$ cat config.mk
export PLATFORM = sky130hd
export DESIGN_NAME = layer_pick
export DESIGN_NICKNAME = d
export VERILOG_FILES = /design/src/rtl/layer_pick_pkg.sv /design/src/rtl/layer_pick_lfsr.sv /design/src/rtl/layer_pick_mod.sv /design/src/rtl/layer_pick_ovr.sv /design/src/rtl/layer_pick.sv
export SDC_FILE = /design/constraint.sdc
export NUM_CORES = 1
export LEC_CHECK = 0
export CAP_MARGIN = 20
export CORE_AREA = 2 2 39 41
export CTS_CLUSTER_SIZE = 25
export DETAILED_ROUTE_END_ITERATION = 10
export DIE_AREA = 0 0 41 43
export MAX_ROUTING_LAYER = met4
export PLACE_DENSITY = 0.71
export SYNTH_ARGS = -nofsm -noshare
export SYNTH_HDL_FRONTEND = slang
export SYNTH_SLANG_ARGS = --single-unit
$ cat constraint.sdc
create_clock -name clk_i -period 2.8 [get_ports clk_i]
set_clock_uncertainty 0.1 [all_clocks]
set_input_delay 0.42 -clock clk_i [delete_from_list [all_inputs] [get_ports clk_i]]
set_output_delay 0.42 -clock clk_i [all_outputs]
set_load 0.05 [all_outputs]
$ cat src/rtl/layer_pick_pkg.sv
package layer_pick_pkg;

  // Feedback mask (bit i set => stage i+1 tapped) of a maximal Fibonacci polynomial
  function automatic logic [31:0] tap_mask(input int w);
    case (w)
      2:       return 32'h0000_0003;
      3:       return 32'h0000_0006;
      4:       return 32'h0000_000C;
      5:       return 32'h0000_0014;
      6:       return 32'h0000_0030;
      7:       return 32'h0000_0060;
      8:       return 32'h0000_00B8;
      9:       return 32'h0000_0110;
      10:      return 32'h0000_0240;
      11:      return 32'h0000_0500;
      12:      return 32'h0000_0829;
      13:      return 32'h0000_100D;
      14:      return 32'h0000_2015;
      15:      return 32'h0000_6000;
      16:      return 32'h0000_D008;
      default: return 32'h0000_00B8;
    endcase
  endfunction

  function automatic int fix_seed(input int seed, input int w);
    int s;
    s = seed % (1 << w);
    return (s == 0) ? 1 : s;
  endfunction

  function automatic int bits_for(input int n);
    return (n <= 2) ? 1 : $clog2(n);
  endfunction

endpackage

$ cat src/rtl/layer_pick_lfsr.sv
module layer_pick_lfsr
  import layer_pick_pkg::*;
#(
  parameter int W    = 8,
  parameter int SEED = 1
) (
  input  logic         clk_i,
  input  logic         rst_ni,
  input  logic         step_i,
  output logic [W-1:0] state_o,
  output logic [W-1:0] next_o
);
  localparam logic [31:0]  MASK32 = tap_mask(W);
  localparam logic [W-1:0] MASK   = MASK32[W-1:0];
  localparam logic [31:0]  SEED32 = 32'(fix_seed(SEED, W));
  localparam logic [W-1:0] INIT   = SEED32[W-1:0];

  logic [W-1:0] state_q;
  logic [W-1:0] stepped;
  logic         fb;

  assign fb      = ^(state_q & MASK);
  assign stepped = {state_q[W-2:0], fb};
  assign next_o  = step_i ? stepped : state_q;
  assign state_o = state_q;

  always_ff @(posedge clk_i or negedge rst_ni) begin
    if (!rst_ni) state_q <= INIT;
    else         state_q <= next_o;
  end
endmodule

$ cat src/rtl/layer_pick_mod.sv
module layer_pick_mod #(
  parameter int W   = 8,
  parameter int NUM = 4,
  parameter int OW  = 2
) (
  input  logic [W-1:0]  val_i,
  output logic [OW-1:0] res_o
);
  localparam bit POW2 = (NUM & (NUM - 1)) == 0;

  generate
    if (POW2 && NUM > 1) begin : g_slice
      assign res_o = val_i[OW-1:0];
    end else if (NUM <= 1) begin : g_one
      assign res_o = '0;
    end else begin : g_rem
      logic [W-1:0] rem;
      assign rem   = val_i % W'(NUM);
      assign res_o = rem[OW-1:0];
    end
  endgenerate
endmodule

$ cat src/rtl/layer_pick_ovr.sv
module layer_pick_ovr #(
  parameter int XW = 3,
  parameter int YW = 3,
  parameter int ZW = 2
) (
  input  logic [XW-1:0] src_x_i,
  input  logic [YW-1:0] src_y_i,
  input  logic [XW-1:0] dst_x_i,
  input  logic [YW-1:0] dst_y_i,
  input  logic [ZW-1:0] dst_z_i,
  input  logic [ZW-1:0] rand_i,
  output logic [ZW-1:0] layer_o
);
  logic same_col;
  assign same_col = (src_x_i == dst_x_i) && (src_y_i == dst_y_i);
  // going to another layer and back would loop
  assign layer_o  = same_col ? dst_z_i : rand_i;
endmodule

$ cat src/rtl/layer_pick.sv
module layer_pick
  import layer_pick_pkg::*;
#(
  parameter int X_DIM   = 8,
  parameter int Y_DIM   = 8,
  parameter int Z_DIM   = 4,
  parameter int NODE_ID = 1,
  parameter int XW      = bits_for(X_DIM),
  parameter int YW      = bits_for(Y_DIM),
  parameter int ZW      = bits_for(Z_DIM)
) (
  input  logic          clk_i,
  input  logic          rst_ni,
  input  logic          pkt_acc_i,
  input  logic [XW-1:0] src_x_i,
  input  logic [YW-1:0] src_y_i,
  input  logic [XW-1:0] dst_x_i,
  input  logic [YW-1:0] dst_y_i,
  input  logic [ZW-1:0] dst_z_i,
  output logic [ZW-1:0] layer_o
);
  localparam int          NODES     = X_DIM * Y_DIM * Z_DIM;
  localparam int          LW        = bits_for(NODES);
  localparam int          SEED_FIX  = fix_seed(NODE_ID, LW);
  localparam logic [31:0] RST_LAY32 = 32'(SEED_FIX % Z_DIM);
  localparam logic [ZW-1:0] RST_LAYER = RST_LAY32[ZW-1:0];

  logic [LW-1:0] lfsr_q;
  logic [LW-1:0] lfsr_next;
  logic [ZW-1:0] rand_layer;
  logic [ZW-1:0] layer_d;
  logic [ZW-1:0] layer_q;

  layer_pick_lfsr #(.W(LW), .SEED(NODE_ID)) u_lfsr (
    .clk_i  (clk_i),
    .rst_ni (rst_ni),
    .step_i (pkt_acc_i),
    .state_o(lfsr_q),
    .next_o (lfsr_next)
  );

  // reduce the post-accept state so the output is ready a cycle early
  layer_pick_mod #(.W(LW), .NUM(Z_DIM), .OW(ZW)) u_mod (
    .val_i(lfsr_next),
    .res_o(rand_layer)
  );

  layer_pick_ovr #(.XW(XW), .YW(YW), .ZW(ZW)) u_ovr (
    .src_x_i(src_x_i),
    .src_y_i(src_y_i),
    .dst_x_i(dst_x_i),
    .dst_y_i(dst_y_i),
    .dst_z_i(dst_z_i),
    .rand_i (rand_layer),
    .layer_o(layer_d)
  );

  always_ff @(posedge clk_i or negedge rst_ni) begin
    if (!rst_ni) layer_q <= RST_LAYER;
    else         layer_q <= layer_d;
  end

  assign layer_o = layer_q;
endmodule

# [Word level (Yosys, flattened, before mapping)]
# Index checks and enable logic that the tools add are counted.
[totals] output_inout_bits=2 wordCells=9 register_bits=10 inputBits=17
[op_classes] mux=2 n_reduce_logical=2 eq_ne=2
[ops] op="8-bit XOR reduction" n=1
[ops] op="3-bit equality test" n=2
[ops] op="2-bit two-way mux" n=2
[ops] op="1-bit logical AND" n=1

# [Longest topological paths before layout]
[depth] depth_word=3 ltp_mapped=4 ltp_nobuf=4

# [Hierarchy]
# Synthesis repeated with hierarchy kept, for this count alone.
[unflattened] hier_cells=35 area_unflattened_um2=479.2
[modules_own_cells] module="layer_pick_lfsr" seq_area_each_um2=201.4 area_per_inst_um2=326.6 n_inst=1 cells_per_inst=21
[modules_own_cells] module="layer_pick_ovr" seq_area_each_um2=0.0 area_per_inst_um2=86.3 n_inst=1 cells_per_inst=10
[modules_own_cells] module="layer_pick" seq_area_each_um2=51.3 area_per_inst_um2=51.3 n_inst=1 cells_per_inst=2
[modules_own_cells] module="layer_pick_mod" seq_area_each_um2=0.0 area_per_inst_um2=15.0 n_inst=1 cells_per_inst=2

# [Worst setup path before layout]
# No wires, ideal clock.
[synth_timing] kind="input to register" start="input dst_y_i[2]" end="register layer_q[1], in the netlist layer_o[1]" setup_slack_ps=1321 path_stages=4 required_time_ps=2572 arrival_ps=1251 setup_ps=128 n_path_buf=0 path_cell_list="xor2_1 nor4_1 nand3_1 mux2_1"
[synth_via] elab_chain_cells=3
[synth_rtl] item="start, declared" line_no="layer_pick.sv:18" source="input logic [YW-1:0] dst_y_i,"
[synth_rtl] item="3-bit equality test" line_no="layer_pick_ovr.sv:15" source="assign same_col = (src_x_i == dst_x_i) && (src_y_i == dst_y_i);"
[synth_rtl] item="1-bit logical AND" line_no="layer_pick_ovr.sv:15"
[synth_rtl] item="2-bit two-way mux" line_no="layer_pick_ovr.sv:17" source="assign layer_o = same_col ? dst_z_i : rand_i;"
[synth_rtl] item="named net layer_d[1]" line_no="layer_pick.sv:31" source="logic [ZW-1:0] layer_d;"
[synth_rtl] item="end signal, assigned" line_no="layer_pick.sv:60" source="else layer_q <= layer_d;"
[synth_rtl] item="end, declared" line_no="layer_pick.sv:32" source="logic [ZW-1:0] layer_q;"
# The timed path passes the listed nets, and every way through them passes these cells.
# A chain may end at the register's enable or synchronous reset.

# [Worst setup path after layout]
[layout_timing] start="register layer_q[0], in the netlist layer_o[0]" end="output layer_o[0]"
[layout_rtl] item="end, declared" line_no="layer_pick.sv:20" source="output logic [ZW-1:0] layer_o"
# No word-level cell between the ends.

==> results by stage <==
Route:
- The iteration count of the initial detailed-routing pass is 2.
- Summing over every cut layer, the via total after detailed routing is roughly 310.
- The routed via count divided by cell count is ~4.5.
- The mean routed wirelength per cell is between 10 and 15 µm.
- The DRC violations left is 0.
- In this run the remaining antenna-violating nets after routing total 0.
- The detailed router finished its first iteration with 4 violations.
- The total wirelength of the detailed-routed design is ~750 µm.

CTS:
- The number of post-CTS setup repair buffers is 0.
- The number of H-tree branching levels is 1.
- The clock-pin slew of the registers on the worst-case setup and hold paths is approximately 0.06 ns.
- The clock passes through at most 2 buffers.
- CTS saw 10 sinks.
- The clock tree root driver cell is sky130_fd_sc_hd__clkbuf_4.
- TritonCTS built the clock tree.
- The clock latency on the worst-skew pair is 0.26 ns.
- The number of buffers added to fix hold violations after cts is 0.
- Post-CTS repair changed the size of 0 cells.
- The number of clock buffers inserted by TritonCTS is 3.

STA:
- The post-route clock period utilization is 0.742.
- Headroom to the max-slew limit came out at 0.673.
- Hold is met by between 0.3 and 0.4 ns.
- The number of slew-limit violations in the final report is 0.
- The worst-margin pin slew is between 0.4 and 0.5 ns.
- The minimum period implied by the final worst setup slack is 2.08 ns.
- The final-report hold violation count came to 0.
- Setup violations remaining at the end of the flow were counted as 0.
- The worst path setup slack after routing is just over 0.7 ns.
- For this run, the top clock speed supported by timing is ~480 MHz.
- Setup repair after global routing left no endpoint under its margin.
- The sum of negative setup slack is 0 ns.

Floorplan:
- The chip width is just over 40 µm.
- For this design the top-level I/O count stands at 19.
- The die boundary height is roughly 43 µm.
- The core area is 1380 µm².
- The number of rows created at floorplan is 14.
- The die covers 1760 µm².
- The initial utilization of the core area, before any placement, comes to 0.331.

Worst setup path:
- For the worst setup path, the data arrival time is between 1.5 and 2 ns.
- In this design, the stage delay of the slowest critical-path cell is a little under 0.8 ns.
- Together, buffers and inverters on the worst path number 1.
- The worst setup path is launched from a flip-flop.
- The largest driver fanout on the critical path is 1.
- The required time of the critical path is between 2 and 2.5 ns.
- The worst setup path is captured at an output pin.
- The critical path class is reg -> out.
- The critical path goes through clkdlybuf4s50_1.
- The largest individual stage delay along the critical path comes from the cell sky130_fd_sc_hd__clkdlybuf4s50_1.
- Grouping stages by cell kind, the critical path spends the most delay in buffers and inverters.

Cells and area:
- The post-route core utilization is 0.488.
- In the layout the commonest cells are sky130_fd_sc_hd__clkdlybuf4s50_1 (18), sky130_fd_sc_hd__dfrtp_1 (8), sky130_fd_sc_hd__mux2_2 (7).
- The number of antenna diodes in the final layout is 0.
- From synthesis to final layout, the design area changed by 47.5%.
- The library cell used most frequently in the layout, excluding fill and tap cells, is sky130_fd_sc_hd__clkdlybuf4s50_1.
- The finished cells cover 676 µm².
- After the last flow step, the layout net total stands at 72.
- Of the cells placed in the final design, the portion with a size suffix greater than 1 is 0.226.

Global route:
- The first global-routing pass estimated 1.39 mm of wire.
- The number of global-route vias before repair was just under 400.
- The global routing usage summed across all routing layers is 0.121.
- The maximum number of pins on one net before global-route repair is 11.
- Global routing finished with a remaining overflow of 0.
- The number of antenna violations at the first check in global routing came to 0.

Yosys:
- The post-synthesis area per instance is 13.9 µm².
- Synthesis produced 33 cells.
- The total of warnings raised by yosys is 0.
- The sequential area share after synthesis is 0.552.
- When the netlist entered floorplanning its net count stood at 50.
- The count of distinct cell types in the synthesized netlist is 11.
- In this run the cell area of the synthesized design comes to roughly 460 µm².
- The flip-flop and latch count after synthesis is 10.

Pwr:
- The peak supply drop is approximately 0.37 mV.
- Dividing total power by cell area gives a power density of roughly 920 nW/µm².
- In this run the static leakage power is 0.261 nW.

Place:
- In this run the cell area measured after placement is between 600 and 700 µm².
- The worst setup timing slack at the placement stage is between 0.7 and 0.8 ns.
- Port buffering added 18 buffers.
- Routability-driven placement finished with a final weighted congestion of 0.579.

Run status:
- The run finished with clean final reports.

Min path:
- The worst min-delay path class is in -> async.

Flow run:
- The max-cap check violation count is 0.
-- final timing paths --
path,depth (start not counted),slack [ns],startpoint,to
hold reg to reg,1,0.40,u_lfsr.state_o[2]$_DFFE_PN0P_,u_lfsr.state_o[3]$_DFFE_PN0P_
setup / recovery,1,0.72,layer_o[0]$_DFF_PN1_,layer_o[0]
hold / removal,1,0.37,rst_ni,u_lfsr.state_o[4]$_DFFE_PN0P_
setup reg to reg,4,1.45,u_lfsr.state_o[4]$_DFFE_PN0P_,layer_o[0]$_DFF_PN1_
max in group asynchronous,1,1.89,rst_ni,u_lfsr.state_o[0]$_DFF_PN1_
min in group clk_i,1,0.40,u_lfsr.state_o[2]$_DFFE_PN0P_,u_lfsr.state_o[3]$_DFFE_PN0P_
-- cells by family (layout without fill, tap and decap cells) --
family                    after synthesis  count (layout)  share of synthesized area
AOI/OAI and AO/OA                       1               1                     0.0109
buffers and inverters                   1              21                     0.0109
and+or+nand+nor                         3               3                     0.0328
muxes                                   9               9                      0.221
xor gates and xnor gates                9               9                      0.172
DFF                                    10              10                      0.552
-- cell usage after synthesis, drive strengths merged --
cell,instances,area (µm²)
mux2,9,101
dfrtp,8,200
xnor2,5,43.8
xor2,4,35.0
dfstp,2,52.6
a21oi,1,5.00
buf,1,5.00
nand3,1,5.00
nor2,1,3.75
nor4,1,6.26
-- cell type report --
type	instances	area (µm²)
clock buffers	3	22.5
fillers	138	708
multi-input cells	22	200
flip-flops and latches	10	253
well taps	16	20.0
repair buffers	18	180
-- per-layer routing --
metal,track usage,wire length [µm]
met1,0.126,305
met2,0.188,382
met3,0.0471,59
met4,0.0600,0
met5,-,0
-- registers in the layout, indices dropped and copies added (netlist names) --
name            flops
layer_o             2
u_lfsr.state_o      8
-- power by group --
| group | leakage, nW | total (mW) | internal (mW) | switching, mW |
|---|---|---|---|---|
| combinational | 0.135 | 0.256 | 0.140 | 0.116 |
| sequential | 0.112 | 0.270 | 0.229 | 0.0408 |
| clock | 0.0138 | 0.0928 | 0.0494 | 0.0434 |
-- stage by stage --
step	power (mW)	std cells
after floorplan	0.453	33
after global placement	0.527	66
after detailed placement	0.534	66
after CTS	0.631	69
after global routing	0.666	69
final	0.619	69
Note: power is estimated with default switching activity, not from simulation.
